## src/rtl/sw_xchg_pkg.sv

```systemverilog
package sw_xchg_pkg;

  typedef enum logic [3:0] {
    ST_IDLE,
    ST_SEL_PRE,
    ST_SEL_ON,
    ST_LOAD,
    ST_REL,
    ST_LOW,
    ST_DRV,
    ST_HIGH,
    ST_END,
    ST_FIN
  } xchg_state_e;

  // one-hot select pattern addressing target t
  function automatic logic [1:0] sel_pat(input logic t);
    return t ? 2'b10 : 2'b01;
  endfunction

endpackage

```

## src/rtl/sw_xchg_timer.sv

```systemverilog
module sw_xchg_timer #(
  parameter int W = 8
) (
  input  logic         clk_i,
  input  logic         rst_ni,
  input  logic         run_i,
  input  logic [W-1:0] limit_i,
  output logic         last_o
);

  logic [W-1:0] cnt_q;

  assign last_o = run_i && (cnt_q == limit_i - W'(1));

  always_ff @(posedge clk_i or negedge rst_ni) begin
    if (!rst_ni) begin
      cnt_q <= '0;
    end else if (run_i && !last_o) begin
      cnt_q <= cnt_q + W'(1);
    end else begin
      cnt_q <= '0;
    end
  end

endmodule

```

## src/rtl/sw_xchg_buf.sv

```systemverilog
module sw_xchg_buf #(
  parameter int DEPTH = 8,
  parameter int DW    = 8,
  parameter int AW    = $clog2(DEPTH)
) (
  input  logic          clk_i,
  input  logic          we_i,
  input  logic [AW-1:0] waddr_i,
  input  logic [DW-1:0] wdata_i,
  input  logic [AW-1:0] raddr_a_i,
  output logic [DW-1:0] rdata_a_o,
  input  logic [AW-1:0] raddr_b_i,
  output logic [DW-1:0] rdata_b_o
);

  logic [DW-1:0] mem_q [DEPTH];

  always_ff @(posedge clk_i) begin
    if (we_i) mem_q[waddr_i] <= wdata_i;
  end

  assign rdata_a_o = mem_q[raddr_a_i];
  assign rdata_b_o = mem_q[raddr_b_i];

endmodule

```

## src/rtl/sw_xchg_shift.sv

```systemverilog
module sw_xchg_shift #(
  parameter int DW = 8
) (
  input  logic          clk_i,
  input  logic          rst_ni,
  input  logic          load_i,
  input  logic [DW-1:0] load_data_i,
  input  logic          sample_i,
  input  logic          bit_i,
  output logic [DW-1:0] data_o,
  output logic          out_bit_o
);

  logic [DW-1:0] sh_q;
  logic          out_q;

  always_ff @(posedge clk_i or negedge rst_ni) begin
    if (!rst_ni) begin
      sh_q  <= '0;
      out_q <= 1'b1;
    end else if (load_i) begin
      sh_q  <= load_data_i;
    end else if (sample_i) begin
      // send side leaves from bit 0, receive side enters at the top
      out_q <= sh_q[0];
      sh_q  <= {bit_i, sh_q[DW-1:1]};
    end
  end

  assign data_o    = sh_q;
  assign out_bit_o = out_q;

endmodule

```

## src/rtl/sw_xchg_top.sv

```systemverilog
module sw_xchg_top
  import sw_xchg_pkg::*;
#(
  parameter int DEPTH  = 8,
  parameter int DW     = 8,
  parameter int HALF_W = 8,
  localparam int AW    = $clog2(DEPTH),
  localparam int CW    = $clog2(DEPTH + 1),
  localparam int BW    = $clog2(DW)
) (
  input  logic              clk_i,
  input  logic              rst_ni,
  input  logic              start_i,
  input  logic [CW-1:0]     byte_cnt_i,
  input  logic              target_i,
  input  logic [HALF_W-1:0] half_i,
  input  logic              wr_en_i,
  input  logic [AW-1:0]     wr_addr_i,
  input  logic [DW-1:0]     wr_data_i,
  input  logic [AW-1:0]     rd_addr_i,
  output logic [DW-1:0]     rd_data_o,
  output logic [1:0]        sel_o,
  output logic              rx_en_o,
  output logic              tx_en_o,
  output logic              sclk_o,
  output logic              data_o,
  output logic              data_oe_o,
  input  logic              data_i,
  output logic              busy_o,
  output logic              done_o
);

  xchg_state_e       state_q;
  logic [1:0]        sel_q;
  logic              tgt_q;
  logic [CW-1:0]     cnt_q;
  logic [AW-1:0]     idx_q;
  logic [BW-1:0]     bit_q;
  logic [HALF_W-1:0] half_q;
  logic              done_q;

  logic              accept;
  logic              phase_run;
  logic              phase_last;
  logic              sample;
  logic              byte_end;
  logic              last_byte;
  logic              eng_we;
  logic [DW-1:0]     eng_rdata;
  logic [DW-1:0]     rx_byte;
  logic              out_bit;
  logic              buf_we;
  logic [AW-1:0]     buf_waddr;
  logic [DW-1:0]     buf_wdata;

  assign accept = start_i && (state_q == ST_IDLE) &&
                  (byte_cnt_i != '0) && (byte_cnt_i <= CW'(DEPTH));

  assign phase_run = (state_q == ST_LOW) || (state_q == ST_HIGH);
  assign sample    = (state_q == ST_LOW) && phase_last;
  assign byte_end  = (state_q == ST_HIGH) && phase_last && (bit_q == BW'(DW - 1));
  assign last_byte = (CW'(idx_q) + CW'(1)) == cnt_q;
  assign eng_we    = byte_end;

  // host port owns the buffer only while idle
  assign buf_we    = busy_o ? eng_we : wr_en_i;
  assign buf_waddr = busy_o ? idx_q : wr_addr_i;
  assign buf_wdata = busy_o ? rx_byte : wr_data_i;

  sw_xchg_timer #(.W(HALF_W)) timer_i (
    .clk_i   (clk_i),
    .rst_ni  (rst_ni),
    .run_i   (phase_run),
    .limit_i (half_q),
    .last_o  (phase_last)
  );

  sw_xchg_buf #(.DEPTH(DEPTH), .DW(DW), .AW(AW)) buf_i (
    .clk_i     (clk_i),
    .we_i      (buf_we),
    .waddr_i   (buf_waddr),
    .wdata_i   (buf_wdata),
    .raddr_a_i (rd_addr_i),
    .rdata_a_o (rd_data_o),
    .raddr_b_i (idx_q),
    .rdata_b_o (eng_rdata)
  );

  sw_xchg_shift #(.DW(DW)) shift_i (
    .clk_i       (clk_i),
    .rst_ni      (rst_ni),
    .load_i      (state_q == ST_LOAD),
    .load_data_i (eng_rdata),
    .sample_i    (sample),
    .bit_i       (data_i),
    .data_o      (rx_byte),
    .out_bit_o   (out_bit)
  );

  always_ff @(posedge clk_i or negedge rst_ni) begin
    if (!rst_ni) begin
      state_q <= ST_IDLE;
      sel_q   <= sel_pat(1'b1);
      tgt_q   <= 1'b0;
      cnt_q   <= '0;
      idx_q   <= '0;
      bit_q   <= '0;
      half_q  <= HALF_W'(1);
      done_q  <= 1'b0;
    end else begin
      done_q <= 1'b0;
      unique case (state_q)
        ST_IDLE: begin
          if (accept) begin
            tgt_q   <= target_i;
            cnt_q   <= byte_cnt_i;
            half_q  <= (half_i == '0) ? HALF_W'(1) : half_i;
            sel_q   <= sel_pat(!target_i);
            idx_q   <= '0;
            state_q <= ST_SEL_PRE;
          end
        end
        ST_SEL_PRE: begin
          sel_q   <= sel_pat(tgt_q);
          state_q <= ST_SEL_ON;
        end
        ST_SEL_ON: state_q <= ST_LOAD;
        ST_LOAD: begin
          bit_q   <= '0;
          state_q <= ST_REL;
        end
        ST_REL: state_q <= ST_LOW;
        ST_LOW: if (phase_last) state_q <= ST_DRV;
        ST_DRV: state_q <= ST_HIGH;
        ST_HIGH: begin
          if (phase_last) begin
            if (bit_q != BW'(DW - 1)) begin
              bit_q   <= bit_q + BW'(1);
              state_q <= ST_REL;
            end else if (last_byte) begin
              state_q <= ST_END;
            end else begin
              idx_q   <= idx_q + AW'(1);
              state_q <= ST_LOAD;
            end
          end
        end
        ST_END: state_q <= ST_FIN;
        ST_FIN: begin
          sel_q   <= sel_pat(!tgt_q);
          done_q  <= 1'b1;
          state_q <= ST_IDLE;
        end
        default: state_q <= ST_IDLE;
      endcase
    end
  end

  assign busy_o    = (state_q != ST_IDLE);
  assign done_o    = done_q;
  assign sel_o     = sel_q;
  assign rx_en_o   = (state_q == ST_REL) || (state_q == ST_LOW);
  assign data_oe_o = !rx_en_o;
  assign sclk_o    = !((state_q == ST_LOW) || (state_q == ST_DRV));
  assign data_o    = ((state_q == ST_DRV) || (state_q == ST_HIGH)) ? out_bit : 1'b1;
  assign tx_en_o   = (state_q == ST_LOAD) || (state_q == ST_REL) || (state_q == ST_LOW) ||
                     (state_q == ST_DRV)  || (state_q == ST_HIGH);

endmodule

```

## config.mk

```make
export PLATFORM = sky130hd
export DESIGN_NAME = sw_xchg_top
export DESIGN_NICKNAME = d
export VERILOG_FILES = /design/src/rtl/sw_xchg_pkg.sv /design/src/rtl/sw_xchg_timer.sv /design/src/rtl/sw_xchg_buf.sv /design/src/rtl/sw_xchg_shift.sv /design/src/rtl/sw_xchg_top.sv
export SDC_FILE = /design/constraint.sdc
export NUM_CORES = 1
export LEC_CHECK = 0
export CORE_ASPECT_RATIO = 1.5
export CORE_MARGIN = 2
export CORE_UTILIZATION = 40
export DETAILED_ROUTE_END_ITERATION = 6
export DONT_BUFFER_PORTS = 1
export PLACE_DENSITY = 0.59
export SETUP_SLACK_MARGIN = 0.3
export SYNTH_ARGS = -nofsm -noshare
export SYNTH_HDL_FRONTEND = slang
export SYNTH_SLANG_ARGS = --single-unit
```

## constraint.sdc

```tcl
create_clock -name clk_i -period 4.3 [get_ports clk_i]
set_input_delay 0.215 -clock clk_i [delete_from_list [all_inputs] [get_ports clk_i]]
set_output_delay 0.215 -clock clk_i [all_outputs]
set_load 0.02 [all_outputs]
```

Word-level counts from Yosys, hierarchy flattened
Memories as Yosys holds them, arrays and structs flattened.
Index checks and enable logic that the tools add are counted.
W data, S select, Z words.
Storage, ports and cells
  bits in registers: 43
  bits in writable memories: 64
  output and inout bits: 17
  logic and storage cells: 101
  memories: 1
Operators by class
  add/subtract/negate cells: 5
  order comparisons: 1
  equal/unequal tests: 19
  mux-type cells: 30
  bitwise operators: 1
  reductions and logical operators: 33
Memories
  buf_i.mem_q: depth 8, width 8, rd ports 2, clocked after memory_dff 0, write ports 1, RTL line sw_xchg_buf.sv:16  | logic [DW-1:0] mem_q [DEPTH];
Operators by type and width (number)
  $mux W8: 5
  $pmux W4 S9: 1
  $mux W3: 7
  $mux W4: 5
  $eq A4 B3 Y1 const B: 4
  $pmux W3 S2: 2
  $ne A2 B2 Y1 const B: 5
  $add A8 B1 Y8 const B: 1
  $eq A4 B2 Y1 const B: 2
  $eq A4 B4 Y1 const B: 2
  $eq A8 B8 Y1: 1
  $logic_and A1 B1 Y1: 8
  $logic_not A8 Y1: 1
  $logic_or A1 B1 Y1: 8
  $mux W2: 4
  $reduce_bool A4 Y1: 2
  $sub A8 B1 Y8 const B: 1
  $add A3 B1 Y3 const B: 2
  $pmux W2 S3: 1
  $reduce_and A2 Y1: 3
  $reduce_and A3 Y1: 2
  $reduce_bool A2 Y1: 3
  $mux W1: 5
  $reduce_and A5 Y1: 1
  11 further kinds: 13

Depth between registers and ports, before layout
  depth after elaboration: 8
  mapped depth: 9
  mapped depth without buffers: 8

Hierarchy
From an unflattened synthesis, not the netlist that was laid out.
Second synthesis, totals
  cells, all modules: 399
  area total of the unflattened synthesis: 5753.0 µm²
Modules (own cells, without submodules)
  sw_xchg_buf: times used 1, cells each 135, area each 3078.0 µm², seq. area each 1921.8 µm²
  sw_xchg_top: times used 1, cells each 150, area each 1549.0 µm², seq. area each 653.1 µm²
  sw_xchg_timer: times used 1, cells each 77, area each 701.9 µm², seq. area each 200.2 µm²
  sw_xchg_shift: times used 1, cells each 37, area each 424.2 µm², seq. area each 226.5 µm²

Worst setup path after synthesis
No wires, ideal clock.
  path kind: register -> register
  from: reg half_q[0]
  to: mem buf_i.mem_q[6][0] (enable)
  arrival time: 2.831 ns
  data required time: 3.915 ns
  path slack: 1.084 ns
  cell stages (with the launch flop): 10
  buffers on the path: 1
  cells stage by stage: dfstp_2 > inv_1 > ha_1 > nor2b_1 > or3_1 > a31o_1 > nor4_4 > buf_6 > a22oi_4 > nor3b_1
On the way
  cells in the longest elaborated chain, start to end: 8
RTL lines
  start: declaration: RTL line sw_xchg_top.sv:39  | logic [HALF_W-1:0] half_q;
  start signal: assignment: RTL line sw_xchg_top.sv:117  | half_q <= (half_i == '0) ? HALF_W'(1) : half_i;
  $sub A8 B1 Y8: RTL line sw_xchg_timer.sv:13  | assign last_o = run_i && (cnt_q == limit_i - W'(1));
  $eq A8 B8 Y1: RTL line sw_xchg_timer.sv:13
  $logic_and A1 B1 Y1: RTL line sw_xchg_timer.sv:13
  $logic_and A1 B1 Y1 (2 in series): RTL line sw_xchg_top.sv:61  | assign byte_end = (state_q == ST_HIGH) && phase_last && (bit_q == BW'(DW - 1));
  $mux W1: RTL line sw_xchg_top.sv:66  | assign buf_we = busy_o ? eng_we : wr_en_i;
  $mux W1: RTL line sw_xchg_buf.sv:19  | if (we_i) mem_q[waddr_i] <= wdata_i;
  $mux W1 (implied by the code): RTL line sw_xchg_buf.sv:19
  end: declaration: RTL line sw_xchg_buf.sv:16
Every way passes these cells.

Worst setup path after layout
  from: reg half_q[0]
  to: mem buf_i.mem_q[7][2] (enable)
The elaborated chain is that of the path after synthesis.

==> metrics.txt <==
largest net degree at the start of global routing between 40 and 50; CP max FO 12; Worst R2R End buf_i.mem_q[7][2]; Total GRT Usage between 10% and 20%; Nets roughly 430; Boundary Pins between 40 and 50; Multi-input gate area about 0.0024 sq mm; Syn Std Cell Area 0.00548 sq mm; crit path launch half_q[0]; post-CTS setup buffer count 0; Max Slew Vio Count 0; filler cell count between 1,000 and 1,500; Die W roughly 100 microns; area grow syn2layout 10.1%; crit path DAT 3.53 ns; fin crit share between 80 and 90%; Pwr Total around 2 mW; Final Setup Violations 0; Final min period ~3.6 ns; final wirelength 12,100 microns; clock network power share 42.8%; first-pass GRT wire length around 19,000 microns; clock latency on the worst-skew pair approximately 0.35 ns; Pleak 2.22 nW; Worst setup EP type flop; vias in the first global route approximately 3,500; CTS tree yes; slew margin rel. a little under a third; fmax about 280 MHz; TNS Setup 0 ns; die area between 0.01 and 0.015 sq mm; Vias/cell around 5.8; routed length per instance around 22 microns; Net Sw Power about 420 uW; Switching Share a little over a fifth; Tightest Hold Check Type input port to flop; Residual DRC 0; Pint 1.57 mW; GRT overflow 0; die height roughly 150 microns; Iteration-0 DRC Markers 130; number of synthesized flops with an enable pin 64; outcome finished clean; Logic pwr share roughly 2.8%; main flop type after synthesis edfxtp_1; maximum VDD drop 0.239 mV; CORE AREA approximately 0.013 sq mm; Antenna Nets Post-Route 0; crit path to buf_i.mem_q[7][2]; share of power burned in registers a little over half; vias 3,230; unrepaired setup endpoints after global routing false; GP Congestion just under 0.8; PD cells around 330 mW/mm^2; syn_nets 425; CP Launch Type flop; Mean Syn Cell Area 14.1 sq um; clk slew on worst S/H paths approximately 0.080 ns; FF-to-FF Start half_q[0]; warnings from Yosys 0; Root Driver clkbuf_16; Yosys reg bits about 110; final hold vios 0; TritonCTS buffer count 9; Detailed Place HPWL slightly below 9000 microns; Data required, critical path roughly 4.3 ns; reg2reg setup slack 0.74 ns; max-cap viol count 0; measured slew at the worst slew-check pin 1.03 ns; Synth cell types 54; reg2reg path depth 8; Crit Path Class flop to flop; IO Port Bufs 0; FF/Latch Area between 0.003 and 0.004 sq mm; CTS sink cnt about 110; Starting Density about 41%; sequential area share after synthesis roughly 55%; fraction of layout instances using a drive strength above 1 around 27%; DRT Pass-1 Iters 4; initial antenna violation count 1; CTS Buffer Depth 2; Rows 52; hold_buf cts 4; Cells after Synth 388; Max H-tree Level 3; Final Skew just over 0.008 ns; asr flop ratio synth between 40% and 50%; # resized after CTS 0
-- placed cells by master, fill, tap and decap left out, types with 4 or more instances in the layout --
| cell type | instances |
|---|---|
| a21oi_1 | 8 |
| a221o_1 | 4 |
| and2_1 | 5 |
| and3_1 | 8 |
| buf_4 | 8 |
| clkbuf_16 | 9 |
| dfrtp_1 | 40 |
| dlygate4sd3_1 | 4 |
| edfxtp_1 | 64 |
| ha_1 | 5 |
| inv_1 | 8 |
| mux2_2 | 33 |
| mux2i_1 | 7 |
| mux4_2 | 32 |
| nand2_1 | 26 |
| nand3_1 | 12 |
| nor2_1 | 19 |
| nor2b_1 | 4 |
| nor3_1 | 12 |
| o21ai_0 | 7 |
| o21ai_2 | 4 |
| xnor2_1 | 7 |
| xor2_1 | 14 |
-- power groups by stage --
stage,logic [mW],registers (mW),clock network (mW)
final,0.0550,1.09,0.854
after global routing,0.0596,1.09,0.909
after CTS,0.0558,1.09,0.870
after detailed placement,0.0426,1.11,0
after global placement,0.0424,1.11,0
after floorplan,0.0434,1.11,0
-- cells in the mapped netlist (7+ instances only) --
library cell   n  area [sq um]
edfxtp_1      64          1920
dfrtp_1       40          1000
mux2_2        33           372
mux4_2        32           721
nand2_1       26          97.6
nor2_1        19          71.3
xor2_1        14           123
nand3_1       12          60.1
nor3_1        12          60.1
a21oi_1        8          40.0
and3_1         8          50.1
inv_1          8          30.0
clkbuf_1       7          26.3
mux2i_1        7          70.1
o21ai_0        7          35.0
xnor2_1        7          61.3
-- metal layers --
metal,vias to the layer above,GRT usage (%),wire length [microns]
met5,-,0,0
met4,0,6.10,310
met3,18,3.85,418
met2,67,31.2,6680
met1,1642,19.7,4700
li1,1503,-,-
-- worst max-delay path: stages, from the launching register on --
cell	delay (ns)
dfstp_2	0.57
inv_1	0.06
ha_1	0.26
nor2b_1	0.15
or3_1	0.35
a31o_1	0.29
nor4_4	0.71
a22oi_4	0.18
nor2_1	0.63
-- flip-flops by register name, indices dropped and copies added (netlist names) --
register,count
bit_q,3
buf_i.mem_q,64
cnt_q,4
done_o,1
half_q,8
idx_q,3
sel_o,2
shift_i.data_o,8
shift_i.out_bit_o,1
state_q,4
tgt_q,1
timer_i.cnt_q,8
-- cell families after synthesis --
kind of cell / synth area share, %
AO/OA/AOI/OAI: 6.35
XOR/XNOR: 3.36
adder cells (fa/ha/maj): 1.14
buffers and inverters: 2.19
flip-flops: 54.8
multiplexers: 21.2
AND/OR/NAND/NOR: 10.9
-- worst min-delay path by stage --
stage | from | endpoint | slack (ns) | cells after the start
after CTS | half_i[2] | half_q[2] | 0.005 | 1
after global routing | byte_cnt_i[0] | cnt_q[0] | 0.002 | 1
after global placement | rst_ni | done_o | -0.08 | 0
after detailed placement | rst_ni | done_o | -0.08 | 0
final | half_i[7] | half_q[7] | 0.01 | 1
after floorplan | rst_ni | bit_q[0] | -0.08 | 0
-- area by class of cell --
type                            instances  share of cell area, %
Tap cell                              162                   3.36
Inverter                                8                  0.498
Clock inverter                          7                   1.35
Timing Repair Buffer                   13                   2.12
Multi-Input combinational cell        253                   39.1
Clock buffer                            9                   3.73
Sequential cell                       107                   49.8
Antenna cell                            1                 0.0415
-- stage by stage --
stage	worst slack, ns	cells	hold slack [ns]	instance area [sq um]	util [%]
2_1_floorplan	1.08	388	-0.0806	5480	-
3_3_place_gp	0.889	538	-0.0785	5660	42.0
3_5_place_dp	0.742	538	-0.0784	5660	42.0
4_1_cts	0.725	558	0.00483	6020	44.7
5_1_grt	0.534	560	0.00210	6030	44.8
6_report	0.742	560	0.0129	6030	44.8
(Power assumes the default switching activity.)
